--- src/rtl/ecq_pkg.sv ---
package ecq_pkg;
  typedef enum logic [1:0] {
    ES_OFF  = 2'b00,
    ES_RISE = 2'b01,
    ES_FALL = 2'b10,
    ES_BOTH = 2'b11
  } edge_sel_e;

  localparam int CTL_FLAG_LO = 6;
  localparam int CTL_EN_LO   = 4;
  localparam int CTL_SEL_LO  = 0;
endpackage

--- src/rtl/ecq_sync_edge.sv ---
module ecq_sync_edge #(
  parameter int NUM_CH = 4
) (
  input  logic                   clk,
  input  logic                   rst,
  input  logic [NUM_CH-1:0]      pin,
  input  logic [NUM_CH-1:0][1:0] sel,
  output logic [NUM_CH-1:0]      hit
);
  import ecq_pkg::*;

  logic [NUM_CH-1:0] s1_q, s2_q, s3_q;

  always_ff @(posedge clk) begin
    if (rst) begin
      s1_q <= '0;
      s2_q <= '0;
      s3_q <= '0;
    end else begin
      s1_q <= pin;
      s2_q <= s1_q;
      s3_q <= s2_q;
    end
  end

  for (genvar c = 0; c < NUM_CH; c++) begin : g_ch
    always_comb begin
      case (edge_sel_e'(sel[c]))
        ES_RISE: hit[c] = s2_q[c] & ~s3_q[c];
        ES_FALL: hit[c] = ~s2_q[c] & s3_q[c];
        ES_BOTH: hit[c] = s2_q[c] ^ s3_q[c];
        default: hit[c] = 1'b0;
      endcase
    end
  end
endmodule

--- src/rtl/ecq_capture_bank.sv ---
module ecq_capture_bank #(
  parameter int NUM_CH = 4,
  parameter int TW     = 16
) (
  input  logic                    clk,
  input  logic                    rst,
  input  logic [NUM_CH-1:0]       hit,
  input  logic [TW-1:0]           cnt,
  output logic [NUM_CH-1:0][TW-1:0] cap
);
  for (genvar c = 0; c < NUM_CH; c++) begin : g_cap
    always_ff @(posedge clk) begin
      if (rst)         cap[c] <= '0;
      else if (hit[c]) cap[c] <= cnt;
    end
  end
endmodule

--- src/rtl/ecq_ctrl.sv ---
module ecq_ctrl #(
  parameter int NUM_CH  = 4,
  localparam int NUM_GRP = NUM_CH / 2
) (
  input  logic                    clk,
  input  logic                    rst,
  input  logic [NUM_GRP-1:0]      wr_grp,
  input  logic [7:0]              wdata,
  input  logic [NUM_CH-1:0]       hit,
  output logic [NUM_CH-1:0]       flag,
  output logic [NUM_CH-1:0]       ien,
  output logic [NUM_CH-1:0][1:0]  sel,
  output logic [NUM_GRP-1:0][7:0] ctl_byte
);
  import ecq_pkg::*;

  for (genvar g = 0; g < NUM_GRP; g++) begin : g_grp
    for (genvar h = 0; h < 2; h++) begin : g_half
      localparam int CH = 2 * g + h;

      always_ff @(posedge clk) begin
        if (rst) begin
          flag[CH] <= 1'b0;
          ien[CH]  <= 1'b0;
          sel[CH]  <= ES_OFF;
        end else begin
          if (hit[CH])        flag[CH] <= 1'b1;
          else if (wr_grp[g]) flag[CH] <= flag[CH] & wdata[CTL_FLAG_LO + h];
          if (wr_grp[g]) begin
            ien[CH] <= wdata[CTL_EN_LO + h];
            sel[CH] <= wdata[CTL_SEL_LO + 2*h +: 2];
          end
        end
      end
    end

    assign ctl_byte[g] = {flag[2*g+1], flag[2*g], ien[2*g+1], ien[2*g],
                          sel[2*g+1], sel[2*g]};
  end
endmodule

--- src/rtl/edge_capture_quad.sv ---
module edge_capture_quad #(
  parameter int  NUM_CH  = 4,
  parameter int  TW      = 16,
  localparam int NUM_GRP = NUM_CH / 2,
  localparam int AW      = $clog2(NUM_CH + NUM_GRP)
) (
  input  logic              clk,
  input  logic              rst,
  input  logic [TW-1:0]     cnt_i,
  input  logic [NUM_CH-1:0] pin_i,
  input  logic [AW-1:0]     bus_addr,
  input  logic              bus_wr,
  input  logic              bus_rd,
  input  logic              bus_rmw,
  input  logic [7:0]        bus_wdata,
  output logic [TW-1:0]     bus_rdata,
  output logic [NUM_CH-1:0] irq_o
);
  logic [NUM_CH-1:0]         edge_hit;
  logic [NUM_CH-1:0]         flag_q;
  logic [NUM_CH-1:0]         ien_q;
  logic [NUM_CH-1:0][1:0]    sel_q;
  logic [NUM_CH-1:0][TW-1:0] cap_q;
  logic [NUM_GRP-1:0][7:0]   ctl_byte;
  logic [NUM_GRP-1:0]        wr_grp;
  logic [TW-1:0]             rd_next;

  ecq_sync_edge #(.NUM_CH(NUM_CH)) u_sync (
    .clk(clk), .rst(rst), .pin(pin_i), .sel(sel_q), .hit(edge_hit)
  );

  ecq_capture_bank #(.NUM_CH(NUM_CH), .TW(TW)) u_cap (
    .clk(clk), .rst(rst), .hit(edge_hit), .cnt(cnt_i), .cap(cap_q)
  );

  for (genvar g = 0; g < NUM_GRP; g++) begin : g_dec
    assign wr_grp[g] = bus_wr && (bus_addr == AW'(NUM_CH + g));
  end

  ecq_ctrl #(.NUM_CH(NUM_CH)) u_ctrl (
    .clk(clk), .rst(rst), .wr_grp(wr_grp), .wdata(bus_wdata), .hit(edge_hit),
    .flag(flag_q), .ien(ien_q), .sel(sel_q), .ctl_byte(ctl_byte)
  );

  always_comb begin
    rd_next = '0;
    for (int c = 0; c < NUM_CH; c++)
      if (bus_addr == AW'(c)) rd_next = cap_q[c];
    for (int g = 0; g < NUM_GRP; g++)
      if (bus_addr == AW'(NUM_CH + g))
        rd_next = {{(TW-8){1'b0}}, ctl_byte[g] | (bus_rmw ? 8'hC0 : 8'h00)};
  end

  always_ff @(posedge clk) begin
    if (rst)         bus_rdata <= '0;
    else if (bus_rd) bus_rdata <= rd_next;
  end

  assign irq_o = flag_q & ien_q;
endmodule

--- config.mk ---
export PLATFORM = sky130hd
export DESIGN_NAME = edge_capture_quad
export DESIGN_NICKNAME = d
export VERILOG_FILES = /design/src/rtl/ecq_pkg.sv /design/src/rtl/ecq_sync_edge.sv /design/src/rtl/ecq_capture_bank.sv /design/src/rtl/ecq_ctrl.sv /design/src/rtl/edge_capture_quad.sv
export SDC_FILE = /design/constraint.sdc
export NUM_CORES = 1
export LEC_CHECK = 0
export BUFFER_PORTS_ARGS = -buffer_cell sky130_fd_sc_hd__buf_4
export CORE_MARGIN = 5
export CORE_UTILIZATION = 58
export CTS_BUF_LIST = sky130_fd_sc_hd__clkbuf_16
export CTS_CLUSTER_SIZE = 30
export DETAILED_ROUTE_END_ITERATION = 16
export PLACE_DENSITY = 0.88
export SYNTH_ARGS = -nofsm -noshare
export SYNTH_HDL_FRONTEND = slang
export SYNTH_HIERARCHICAL = 1
export SYNTH_SLANG_ARGS = --single-unit
--- constraint.sdc ---
create_clock -name clk -period 2.3 [get_ports clk]
set_clock_uncertainty 0.05 [all_clocks]
set_input_delay 0.23 -clock clk [delete_from_list [all_inputs] [get_ports clk]]
set_output_delay 0.23 -clock clk [all_outputs]
set_load 0.05 [all_outputs]
== Word level (Yosys, flattened, before mapping) ==
Index checks and enable logic that the tools add are counted.

* Input port bits: 36
* Bits in registers: 108
* Word-level logic and storage cells: 90
* Memory bits (read-only): 0
* RAM bits: 0
* Bits in latches: 0
* Memories: 0
* Output and inout bits: 20

* Bitwise gates (word level): 27
* Add/subtract/negate cells: 0
* Div/mod/pow operators: 0
* Multiply operators: 0
* Shift-type cells: 0
* Reduce and logical (&&, ||, !) cells: 7
* Equality and inequality tests: 17
* $lt $le $gt $ge: 0
* Mux-type cells: 19

{| class="wikitable"
|+ Operator list
! operator !! count
|-
| $mux 16 || 6
|-
| $eq 2x2->1 const B || 8
|-
| $or 8x8->8 || 2
|-
| $and 1x1->1 || 12
|-
| $pmux 1 s3 || 4
|-
| $eq 2x1->1 const B || 4
|-
| $mux 1 || 8
|-
| $mux 8 || 1
|-
| $not 1->1 || 8
|-
| $reduce_bool 2->1 || 4
|-
| $eq 3x2->1 const B || 2
|-
| $eq 3x3->1 const B || 2
|-
| $and 4x4->4 || 1
|-
| $xor 1x1->1 || 4
|-
| $eq 3x1->1 const B || 1
|-
| $logic_not 3->1 || 1
|-
| $logic_and 1x1->1 || 2
|}

== Longest topological paths before layout ==
Gate-level depths: netlist (run 1).

* Depth after elaboration: 7
* Depth in mapped cells: 9
* Gate-level depth less buffers: 7

== By module ==
The synthesis (run 1) kept the hierarchy.

{| class="wikitable"
|+ Modules (own cells, without submodules)
! module !! seq. area each (um2) !! cells each !! area an instance (um2) !! times used
|-
| ecq_capture_bank || 1281.2 || 207 || 2322.2 || 1
|-
| edge_capture_quad || 320.3 || 129 || 1206.2 || 1
|-
| ecq_ctrl || 320.3 || 72 || 703.2 || 1
|-
| ecq_sync_edge || 240.2 || 60 || 556.8 || 1
|}

== Least setup slack after synthesis (run 1) ==
No wires, ideal clock.

* Kind: reg-to-reg
* Start: reg u_sync.s2_q[1]
* End: reg u_cap/cap[21] (netlist name)
* Setup time: 117 ps
* Cell stages (with the launch flop): 10
* Period minus slack after synthesis: 1619 ps
* Arrival: 1452 ps
* Setup slack: 681 ps
* Required time: 2133 ps
* Cells stage by stage: dfxtp_1 -> inv_1 -> ha_1 -> nor2b_1 -> o21ai_1 -> o21ai_1 -> buf_6 -> buf_12 -> mux2i_1 -> nor2_1

* Cells in the longest elaborated chain, start to end: 3

{| class="wikitable"
|+ Ends and longest elaborated chain
! item !! RTL line !! RTL
|-
| start, declared || ecq_sync_edge.sv:12 || <nowiki>logic [NUM_CH-1:0] s1_q, s2_q, s3_q;</nowiki>
|-
| start signal, assigned || ecq_sync_edge.sv:21 || <nowiki>s2_q <= s1_q;</nowiki>
|-
| $not 1->1 || ecq_sync_edge.sv:30 || <nowiki>ES_FALL: hit[c] = ~s2_q[c] & s3_q[c];</nowiki>
|-
| $and 1x1->1 || ecq_sync_edge.sv:30 ||
|-
| $pmux 1 s3 * || ecq_sync_edge.sv:28 || <nowiki>case (edge_sel_e'(sel[c]))</nowiki>
|-
| net edge_hit[1] || edge_capture_quad.sv:19 || <nowiki>logic [NUM_CH-1:0] edge_hit;</nowiki>
|-
| end signal, assigned by index || ecq_capture_bank.sv:14 || <nowiki>else if (hit[c]) cap[c] <= cnt;</nowiki>
|-
| end, declared || ecq_capture_bank.sv:9 || <nowiki>output logic [NUM_CH-1:0][TW-1:0] cap</nowiki>
|}

Mark *: on every way through the listed nets, which the timed path passes. The rest lies on a longest branch.
A chain may end at the register's enable or synchronous reset.

== Final worst setup path (run 1) ==
* Start: reg u_sync.s2_q[0]
* End: reg u_cap/cap[6] (netlist name)

The elaborated chain is that of the path after synthesis.

==> results of run 1 <==
flip-flops by register name, summed over array words and instances (netlist names):
register,count
u_ctrl/ctl_byte,16
u_sync/s1_q,4
u_cap/cap,64
bus_rdata,16
u_sync/s3_q,4
u_sync/s2_q,4
cells in the mapped netlist, drive strengths merged:
master and instances:
dfxtp 108, nor2 100, mux2i 76, buf 43, nand2 20, nor2b 18, mux2 16, inv 10
o21ai 9, a22oi 8, ha 8, mux4 8, a2bb2oi 6, a31oi 6, o221ai 6, nor3b 5
and2 4, nor3 4, clkbuf 3, a222oi 2, o41ai 2, or3 2, nand2b 1, nand4b 1
nor4bb 1, o211ai 1
cells by family after synthesis:
group	count (synthesis)	synth area share
AO/OA/AOI/OAI	40	0.0611
flip-flops	108	0.452
AND/OR/NAND/NOR	156	0.146
adder cells (fa/ha/maj)	8	0.0209
buffers and inverters	56	0.0860
multiplexers	100	0.234
metal layers:
layer / track usage / vias up / wire [µm] / share of wire
met5: 0 / - / 0 / 0
met4: 0.0788 / 0 / 216 / 0.021
met3: 0.0547 / 20 / 663 / 0.065
met2: 0.358 / 127 / 5220 / 0.51
met1: 0.259 / 1670 / 4090 / 0.40
li1: - / 1640 / - / -
how the worst min path moves through the flow:
stage	start	end	slack [ps]	cells after the start
2_1_floorplan	rst	u_sync/s2_q[0]	250	1
3_3_place_gp	u_sync/s1_q[2]	u_sync/s2_q[2]	370	1
3_5_place_dp	u_sync/s1_q[0]	u_sync/s2_q[0]	370	1
4_1_cts	pin_i[1]	u_sync/s1_q[1]	30	2
5_1_grt	pin_i[1]	u_sync/s1_q[1]	40	2
6_report	pin_i[1]	u_sync/s1_q[1]	40	2
power groups by stage:
stage	logic, µW	registers (µW)	clock network, µW
6_report	244	1900	1520
5_1_grt	265	1910	1630
4_1_cts	244	1900	1550
3_5_place_dp	242	1950	0
3_3_place_gp	234	1950	0
2_1_floorplan	143	1950	0
layout make-up:
cell class | count | area [µm²] | area share
multi-input cells | 304 | 2230 | 0.417
flip-flops and latches | 108 | 2160 | 0.405
repair buffers | 62 | 478 | 0.0894
clock buffers | 9 | 225 | 0.0421
well taps | 105 | 131 | 0.0246
clock inverters | 7 | 80.1 | 0.0150
inverters | 10 | 37.5 | 0.00702
metrics by stage:
step / setup slack, ps / instances / area, µm² / hold WS [ps]
3_5_place_dp: 529 / 589 / 5040 / 374
6_report: 478 / 605 / 5340 / 37.9
2_1_floorplan: 681 / 468 / 4790 / 252
3_3_place_gp: 610 / 589 / 5040 / 368
4_1_cts: 474 / 605 / 5340 / 31.2
5_1_grt: 310 / 605 / 5340 / 40.2
==> out/metrics.cfg, run 1 <==
[outcome]
outcome = finished, final reports clean

[global_routing]
grt_pass1_vias = 3555
antenna_found_initial = 0
grt_max_degree = 54
grt_usage = 0.212
grt_first_pass_wirelength_um = 17000
overflow = 0

[setup_path]
crit_required_ps = 2470
cp_num_cells = 8
rrSetupSlack_ps = 480
critPathSlowestCell = buf_4
crit_family = buffers and inverters
crit_chain = inv_1, ha_1, nor2b_1, o21ai_1, o21ai_2, buf_4, mux2i_1, nor2_1
cpPeakStageDelay_ps = 350
critical_path.startpoint = u_sync/s2_q[0]
end_kind = flip-flop
cp_max_fo = 18
r2r-end = u_cap/cap[6]
r2r-start = u_sync/s2_q[0]
cp_num_buf_inv = 2
crit_path_start_kind = flip-flop
r2r_cells = 8
cp.arrival_ps = 1990
crit_type = flip-flop to flip-flop
crit_path_end = u_cap/cap[6]

[floorplanning]
die-width_um = 101
io-pin-count = 56
die_area_mm2 = 0.0102
row_count = 33
core-area_mm2 = 0.00813
start_util = 0.589
die_y_um = 101

[placement]
place.port_buffers = 55
gp_congestion = 0.789
place_hpwl_um = 6760

[clocking]
hold_buffers = 0
cts_sinks = 108
cts_root_buf = clkbuf_16
cts_tree = done
clock_latency_ps = 350
post_cts_resized = 0
htreeDepth = 3
cts.path.max_buffers = 2
cts_setup_buffers = 0
numCtsBuffers = 9
path_clk_slew_ps = 80

[timing]
tightest_slew_ps = 770
period_minus_slack_ps = 1820
setup_viol = 0
clock.fmax_mhz = 549
rsz0062_at_grt = false
slew_headroom = 0.486
final_hold_viol_count = 0
fin_setup_tns_ps = 0
slew_viol_final = 0
period_share = 0.792

[hold_path]
hp-class = primary input to flip-flop

[synthesis]
synth_top_area_cell = dfxtp_1
syn_area_per_cell_um2 = 10.2
syn_nets = 512
synth_seq_cells = 108
synth_cells = 468
synth.cell_area_mm2 = 0.00479
synthDistinctLibCells = 33
yosys.area.top_type_share = 0.452
ys_top_cells_by_area = dfxtp_1 45%, mux2i_1 16%, nor2_1 7.8%
ys_seq_area_frac = 0.452
yosys_warnings = 6

[routing]
wirelength_um = 10200
drc = 0
dr.pass1.iters = 5
wl_per_cell_um = 16.8
vias = 3457
routed_via_density = 5.71
drt_iter0_drc = 207
ant_nets = 0

[power]
powerDensity_mw_per_mm2 = 685
leakagePower_uw = 0.00198
p_sw_uw = 896
p_total_uw = 3660
clock_power_share = 0.414
peakVddDrop_mv = 0.390
p_sw_frac = 0.245
p_int_uw = 2770
p_comb_frac = 0.067
power_frac_seq = 0.519

[flow_run]
drv_cap = 0

[finish]
drive_above_1_share = 0.210
num_antenna_cells = 0
final_cell_mix = 108 x dfxtp_1, 100 x nor2_1, 76 x mux2i_1
area_growth_pct = 11.6
n_fill_cell = 597
nets = 539
final_util = 0.657
mostFrequentLayoutCell = dfxtp_1

(Power assumes the default switching activity.)
==> run 2: changes to the inputs <==
--- a/config.mk
+++ b/config.mk
@@ -5,13 +5,14 @@
 export SDC_FILE = /design/constraint.sdc
 export NUM_CORES = 1
 export LEC_CHECK = 0
+export ABC_AREA = 1
 export BUFFER_PORTS_ARGS = -buffer_cell sky130_fd_sc_hd__buf_4
 export CORE_MARGIN = 5
-export CORE_UTILIZATION = 58
+export CORE_UTILIZATION = 53
 export CTS_BUF_LIST = sky130_fd_sc_hd__clkbuf_16
 export CTS_CLUSTER_SIZE = 30
 export DETAILED_ROUTE_END_ITERATION = 16
-export PLACE_DENSITY = 0.88
+export PLACE_DENSITY = 0.85
 export SYNTH_ARGS = -nofsm -noshare
 export SYNTH_HDL_FRONTEND = slang
 export SYNTH_HIERARCHICAL = 1
==> constraint.sdc (replaced) <==
create_clock -name clk -period 1.5 [get_ports clk]
set_clock_uncertainty 0.05 [all_clocks]
set_input_delay 0.15 -clock clk [delete_from_list [all_inputs] [get_ports clk]]
set_output_delay 0.15 -clock clk [all_outputs]
set_load 0.05 [all_outputs]
==> run 2 against run 1 <==
- the run now ends with setup timing left
- setup slack worse by 580 ps
- via count increased by 50%
- sequential power is 55% higher
- critical path type unchanged
- largest cell class unchanged
==> out/metrics.cfg, run 2 <==
[timing]
tightest_slew_ps = 531  ; -239 ps
slew_headroom = 0.646  ; +0.160
rsz0062_at_grt = true
finalWorstSetupSlack_ps = -98.6  ; -577 ps
clock.fmax_mhz = 626  ; +14%
slew_viol_final = 0  ; unchanged
setup_viol = 19  ; +19
period_share = 1.07  ; +0.274
period_minus_slack_ps = 1600  ; -223 ps
final_hold_viol_count = 0  ; unchanged

[synthesis]
synth.cell_area_mm2 = 0.00518  ; +8.2%
ys_top_cells_by_area = dfxtp_1 42%, nand2_1 18%, nor2_1 11%
syn_nets = 806  ; +57%
synth_ff_type = dfxtp_1
synth_top_area_cell = dfxtp_1
synth_most_common_cell = nand2_1
synthTopCellsByCount = 252 x nand2_1, 151 x nor2_1, 108 x dfxtp_1, 71 x inv_1, 29 x a21oi_1
ys_seq_area_frac = 0.417  ; -0.0341
syn_area_per_cell_um2 = 6.80  ; -34%
yosys_warnings = 6  ; unchanged
synth_edf_count = 0  ; unchanged
synth_cells = 762  ; +63%
synth_seq_cells = 108  ; unchanged
yosys.area.top_type_share = 0.417  ; -0.0341
async_reset_ff_frac = 0  ; unchanged
synthDistinctLibCells = 27  ; -18%

[clocking]
cts_tree = done
numCtsBuffers = 9  ; unchanged
cts_sinks = 108  ; unchanged
htreeDepth = 3  ; unchanged
clock_latency_ps = 360  ; about the same
cts_root_buf = clkbuf_16
path_clk_slew_ps = 80  ; about the same
cts.path.max_buffers = 2  ; unchanged

[placement]
placed_area_mm2 = 0.00558  ; +11%
place_hpwl_um = 7520  ; +11%
place.port_buffers = 55  ; unchanged
gp_congestion = 0.801  ; +1.5%

[power]
p_sw_frac = 0.262  ; +0.0176
p_sw_uw = 1590  ; +77%
leakagePower_uw = 0.00280  ; +42%
p_comb_frac = 0.103  ; +0.036
clock_power_share = 0.410  ; -0.004
p_total_uw = 6050  ; +65%
p_int_uw = 4470  ; +61%
power_frac_seq = 0.486  ; -0.033
powerDensity_mw_per_mm2 = 934  ; +36%
peakVddDrop_mv = 0.521  ; +34%

[setup_path]
crit_required_ps = 1740  ; -730 ps
end_kind = flip-flop
path_common_cell = nand2_1
crit_type = flip-flop to flip-flop
crit_chain = inv_1, ha_1, nand3_1, nand3_4, clkbuf_16, nand2_1, nand2_1, nor2_1
cpPeakStageDelay_ps = 370  ; +20 ps
cp_num_buf_inv = 2  ; unchanged
cp.arrival_ps = 1840  ; -150 ps
crit_family = simple AND/OR/NAND/NOR gates
crit_path_start_kind = flip-flop
critPathSlowestCell = dfxtp_2
cp_max_fo = 8  ; -10

[global_routing]
overflow = 0  ; unchanged
grt_first_pass_wirelength_um = 19300  ; +14%
antenna_found_initial = 0  ; unchanged
grt_pass1_vias = 4019  ; +13%
grt_usage = 0.202  ; -0.00987
grt_max_degree = 65  ; +20%

[finish]
multi_input_area_mm2 = 0.00253  ; +13%
nets = 865  ; +60%
final_area_mm2 = 0.00648  ; +21%
seqCellArea_mm2 = 0.00217  ; +0.41%
num_antenna_cells = 0  ; unchanged
mostFrequentLayoutCell = nand2_1
n_fill_cell = 706  ; +18%
regMostFlops = u_cap/cap
area_growth_pct = 25.2
drive_above_1_share = 0.243  ; +0.0333
final_cell_mix = 246 x nand2_1, 124 x nor2_1, 101 x dfxtp_1
largest_register_ffs = 64  ; unchanged

[floorplanning]
core-area_mm2 = 0.00964  ; +19%
die_area_mm2 = 0.0119  ; +16%
io-pin-count = 56  ; unchanged
row_count = 36  ; +9.1%
die-width_um = 109  ; +7.9%
start_util = 0.537  ; -0.0513
die_y_um = 109  ; +7.9%

[routing]
routed_via_density = 5.42  ; -5.2%
wirelength_um = 16000  ; +57%
wl_per_cell_um = 16.7  ; -0.81%
drt_iter0_drc = 640  ; +210%
vias = 5197  ; +50%
drc = 0  ; unchanged
ant_nets = 0  ; unchanged
dr.pass1.iters = 7  ; +2

[hold_path]
hp-class = primary input to flip-flop

[outcome]
violations = setup timing
outcome = finished with violations

[flow_run]
drv_cap = 0  ; unchanged

==> run 2: final timing paths <==
kind	cells after the start	start	to	slack [ps]
max	8	u_sync/s3_q[2]	u_cap/cap[45]	-100
min	3	bus_wdata[5]	u_ctrl/ctl_byte[5]	30
max reg2reg	8	u_sync/s3_q[2]	u_cap/cap[45]	-100
min reg2reg	2	u_sync/s1_q[3]	u_sync/s2_q[3]	350
==> run 2: metrics by stage <==
step / hold WS [ps] / TNS [ps] / cells / util / worst slack (ps)
floorplan: 171 / 0 / 762 / - / 90.1
global placement: 286 / 0 / 922 / 0.579 / 66.8
detailed placement: 291 / 0 / 922 / 0.579 / 31.2
CTS: 20.9 / 0 / 943 / 0.616 / 15.1
global route: 30.6 / -1630 / 959 / 0.673 / -121
finish: 25.2 / -343 / 959 / 0.673 / -98.6
==> run 2: power by group through the flow <==
stage	clock (µW)	sequential, µW	combinational [µW]
2_1_floorplan	0	3040	323
3_3_place_gp	0	3000	543
3_5_place_dp	0	3000	549
4_1_cts	2460	2940	564
5_1_grt	2600	2950	671
6_report	2480	2940	625
==> run 2: kinds of logic after synthesis <==
family	share of synthesized area
buffers and inverters	0.136
flip-flops	0.417
AND/OR/NAND/NOR	0.368
adder cells (fa/ha/maj)	0.0193
AO/OA/AOI/OAI	0.0601
==> run 2: timing repair <==
| item | CTS | global route |
|---|---|---|
| hold buffers | 5 | 0 |
| endpoints found under the setup margin | 0 | 68 |
| resized for setup | 0 | 64 |
| endpoints found under the hold margin | 4 | 0 |
| setup buffers | 0 | 1 |
==> run 2: area by class of cell <==
class,count,share of cell area
flip-flops and latches,108,0.335
clock buffers,9,0.0347
repair buffers,96,0.155
clock inverters,7,0.0129
inverters,78,0.0477
multi-input cells,528,0.390
well taps,133,0.0257
==> run 2: tightest hold or removal path, stage by stage <==
cell and delay (ps):
buf_4 120, nand2_1 60, a21oi_1 50
==> run 2: routing by layer <==
layer / up-vias / share of wire / GRT usage
met4: 0 / 0.048 / 0.0460
li1: 2422 / - / -
met3: 82 / 0.10 / 0.0420
met2: 340 / 0.47 / 0.317
met5: - / 0 / 0
met1: 2353 / 0.39 / 0.285
==> run 3: changes to the inputs <==
--- a/config.mk
+++ b/config.mk
@@ -7,7 +7,6 @@
 export LEC_CHECK = 0
 export ABC_AREA = 1
 export BUFFER_PORTS_ARGS = -buffer_cell sky130_fd_sc_hd__buf_4
-export CORE_MARGIN = 5
 export CORE_UTILIZATION = 53
 export CTS_BUF_LIST = sky130_fd_sc_hd__clkbuf_16
 export CTS_CLUSTER_SIZE = 30
==> run 3 against run 2 <==
- the run still ends with setup timing left
- register-to-register slack about the same
- non-clock buffer count up 2
- critical path depth unchanged
- global-route usage up 5.5 points
- fmax down 0.54%
- final area up 2.7%
- clock power about the same
- sequential share of layout area down 0.87 points
- critical path type unchanged
- largest power group unchanged
==> out/metrics.cfg, run 3 (synthesis results as in run 2) <==
[global_routing]
grt_pass1_vias = 4181  ; +4.0%
antenna_found_initial = 0  ; unchanged
grt_first_pass_wirelength_um = 20400  ; +5.7%
grt_max_degree = 45  ; -31%
overflow = 0  ; unchanged
grt_usage = 0.257  ; +0.0552

[hold_path]
min_from = bus_wdata[3]
whs_path_depth = 3  ; unchanged
min_to = u_ctrl/ctl_byte[3]
hp-class = primary input to flip-flop

[finish]
regMostFlops = u_cap/cap
n_fill_cell = 671  ; -5.0%
drive_above_1_share = 0.272  ; +0.0284
nets = 867  ; +0.23%
final_cell_mix = 235 x nand2_1, 119 x nor2_1, 100 x dfxtp_1
area_growth_pct = 28.6
num_antenna_cells = 0  ; unchanged
mostFrequentLayoutCell = nand2_1
largest_register_ffs = 64  ; unchanged

[floorplanning]
io-pin-count = 56  ; unchanged
core-area_mm2 = 0.00937  ; -2.8%
die_y_um = 101  ; -7.3%
row_count = 35  ; -2.8%
die_area_mm2 = 0.0102  ; -14%
die-width_um = 101  ; -7.3%
start_util = 0.553  ; +0.0154

[routing]
wl_per_cell_um = 17.7  ; +6.2%
drt_iter0_drc = 737  ; +15%
dr.pass1.iters = 6  ; -1
vias = 5430  ; +4.5%
routed_via_density = 5.67  ; +4.7%
ant_nets = 0  ; unchanged
wirelength_um = 17000  ; +6.0%
drc = 0  ; unchanged

[power]
leakagePower_uw = 0.00287  ; +2.4%
powerDensity_mw_per_mm2 = 909  ; -2.7%
peakVddDrop_mv = 0.731  ; +40%

[placement]
gp_congestion = 0.785  ; -1.9%
place_hpwl_um = 7600  ; +1.1%
place.port_buffers = 55  ; unchanged

[timing]
rsz0062_at_grt = true
fin_setup_tns_ps = -980  ; -637 ps
slew_headroom = 0.664  ; +0.0180
holdWs_ps = 18.1  ; -7.09 ps
slew_viol_final = 0  ; unchanged
period_share = 1.07  ; +0.00584
final_hold_viol_count = 0  ; unchanged
setup_viol = 35  ; +16
finalWorstSetupSlack_ps = -107  ; -8.76 ps
tightest_slew_ps = 504  ; -27.1 ps
period_minus_slack_ps = 1610  ; +8.76 ps
clock.fmax_mhz = 622  ; -0.54%

[setup_path]
r2r-end = u_cap/cap[14]
cp.arrival_ps = 1800  ; -40 ps
crit_required_ps = 1690  ; -50 ps
cp_max_fo = 8  ; unchanged
rrSetupSlack_ps = -110  ; about the same
crit_path_start_kind = flip-flop
r2r-start = u_sync/s2_q[0]
end_kind = flip-flop
crit_type = flip-flop to flip-flop
r2r_cells = 8  ; unchanged

[clocking]
path_clk_slew_ps = 70  ; about the same
clock_latency_ps = 350  ; about the same
htreeDepth = 3  ; unchanged
numCtsBuffers = 9  ; unchanged
cts_root_buf = clkbuf_16
cts_sinks = 108  ; unchanged
cts.path.max_buffers = 2  ; unchanged
cts_tree = done

[outcome]
outcome = finished with violations
violations = setup timing

[flow_run]
drv_cap = 0  ; unchanged

-- run 3: cell types whose count changed in the layout (fill, tap and decap cells not counted), sizes merged --
cell	before	now
inv	79	78
clkbuf	20	21
clkinv	4	5
buf	80	82
dlygate4sd3	5	4
-- run 3: metal layers --
layer	track usage	up-vias	routed length (µm)	part of all wire
met5	0	-	0	0
met4	0.0713	0	958	0.056
met3	0.0451	120	1980	0.12
met2	0.414	463	7570	0.45
met1	0.355	2428	6480	0.38
li1	-	2419	-	-
-- run 3: layout make-up --
type,count,area [µm²],share of cell area
flip-flops and latches,108,2170,0.326
inverters,78,309,0.0464
clock buffers,9,225,0.0338
repair buffers,98,1100,0.166
multi-input cells,528,2620,0.393
clock inverters,7,73.8,0.0111
well taps,129,161,0.0242
-- run 3: timing repair --
action	4_1_cts	5_1_grt
hold buffers	4	0
setup buffers	0	2
pin swaps	2	19
gates resized for setup	11	82
gates cloned	2	14
endpoints found under the hold margin	4	0
endpoints found under the setup margin	3	68
-- run 3: critical path: stages, from the launching register on --
cell and delay, ps:
dfxtp_2 340, inv_2 50, ha_4 260, inv_2 30, nand3_2 70, nand3_4 210
clkbuf_16 250, nor2_1 150, nor2_1 80
-- run 3: where the power goes --
group	total (µW)	leakage (µW)	switching, µW	internal, µW
Sequential	2950	0.000877	34.3	2910
Combinational	656	0.00184	412	244
Clock	2450	0.000146	1150	1310
Total	6050	0.00287	1590	4460
-- run 3: how the worst max path moves through the flow --
stage,cells after the start,slack (ps),endpoint,from
2_1_floorplan,8,90,u_cap/cap[23],u_sync/s2_q[1]
3_3_place_gp,9,60,u_cap/cap[34],u_sync/s2_q[2]
3_5_place_dp,9,20,u_cap/cap[4],u_sync/s2_q[0]
4_1_cts,9,20,u_cap/cap[21],u_sync/s2_q[1]
5_1_grt,6,-130,u_cap/cap[46],u_ctrl/ctl_byte[8]
6_report,8,-110,u_cap/cap[14],u_sync/s2_q[0]
-- run 3: stage by stage --
step / power, µW / utilization / cell area (µm²) / setup WS [ps] / instances
after floorplan: 3370 / - / 5180 / 90.1 / 762
after global routing: 6200 / 0.711 / 6660 / -132 / 957
after detailed placement: 3560 / 0.600 / 5620 / 16.8 / 919
final: 6050 / 0.711 / 6660 / -107 / 957
after CTS: 5920 / 0.646 / 6050 / 16.4 / 941
after global placement: 3550 / 0.600 / 5620 / 63.8 / 919
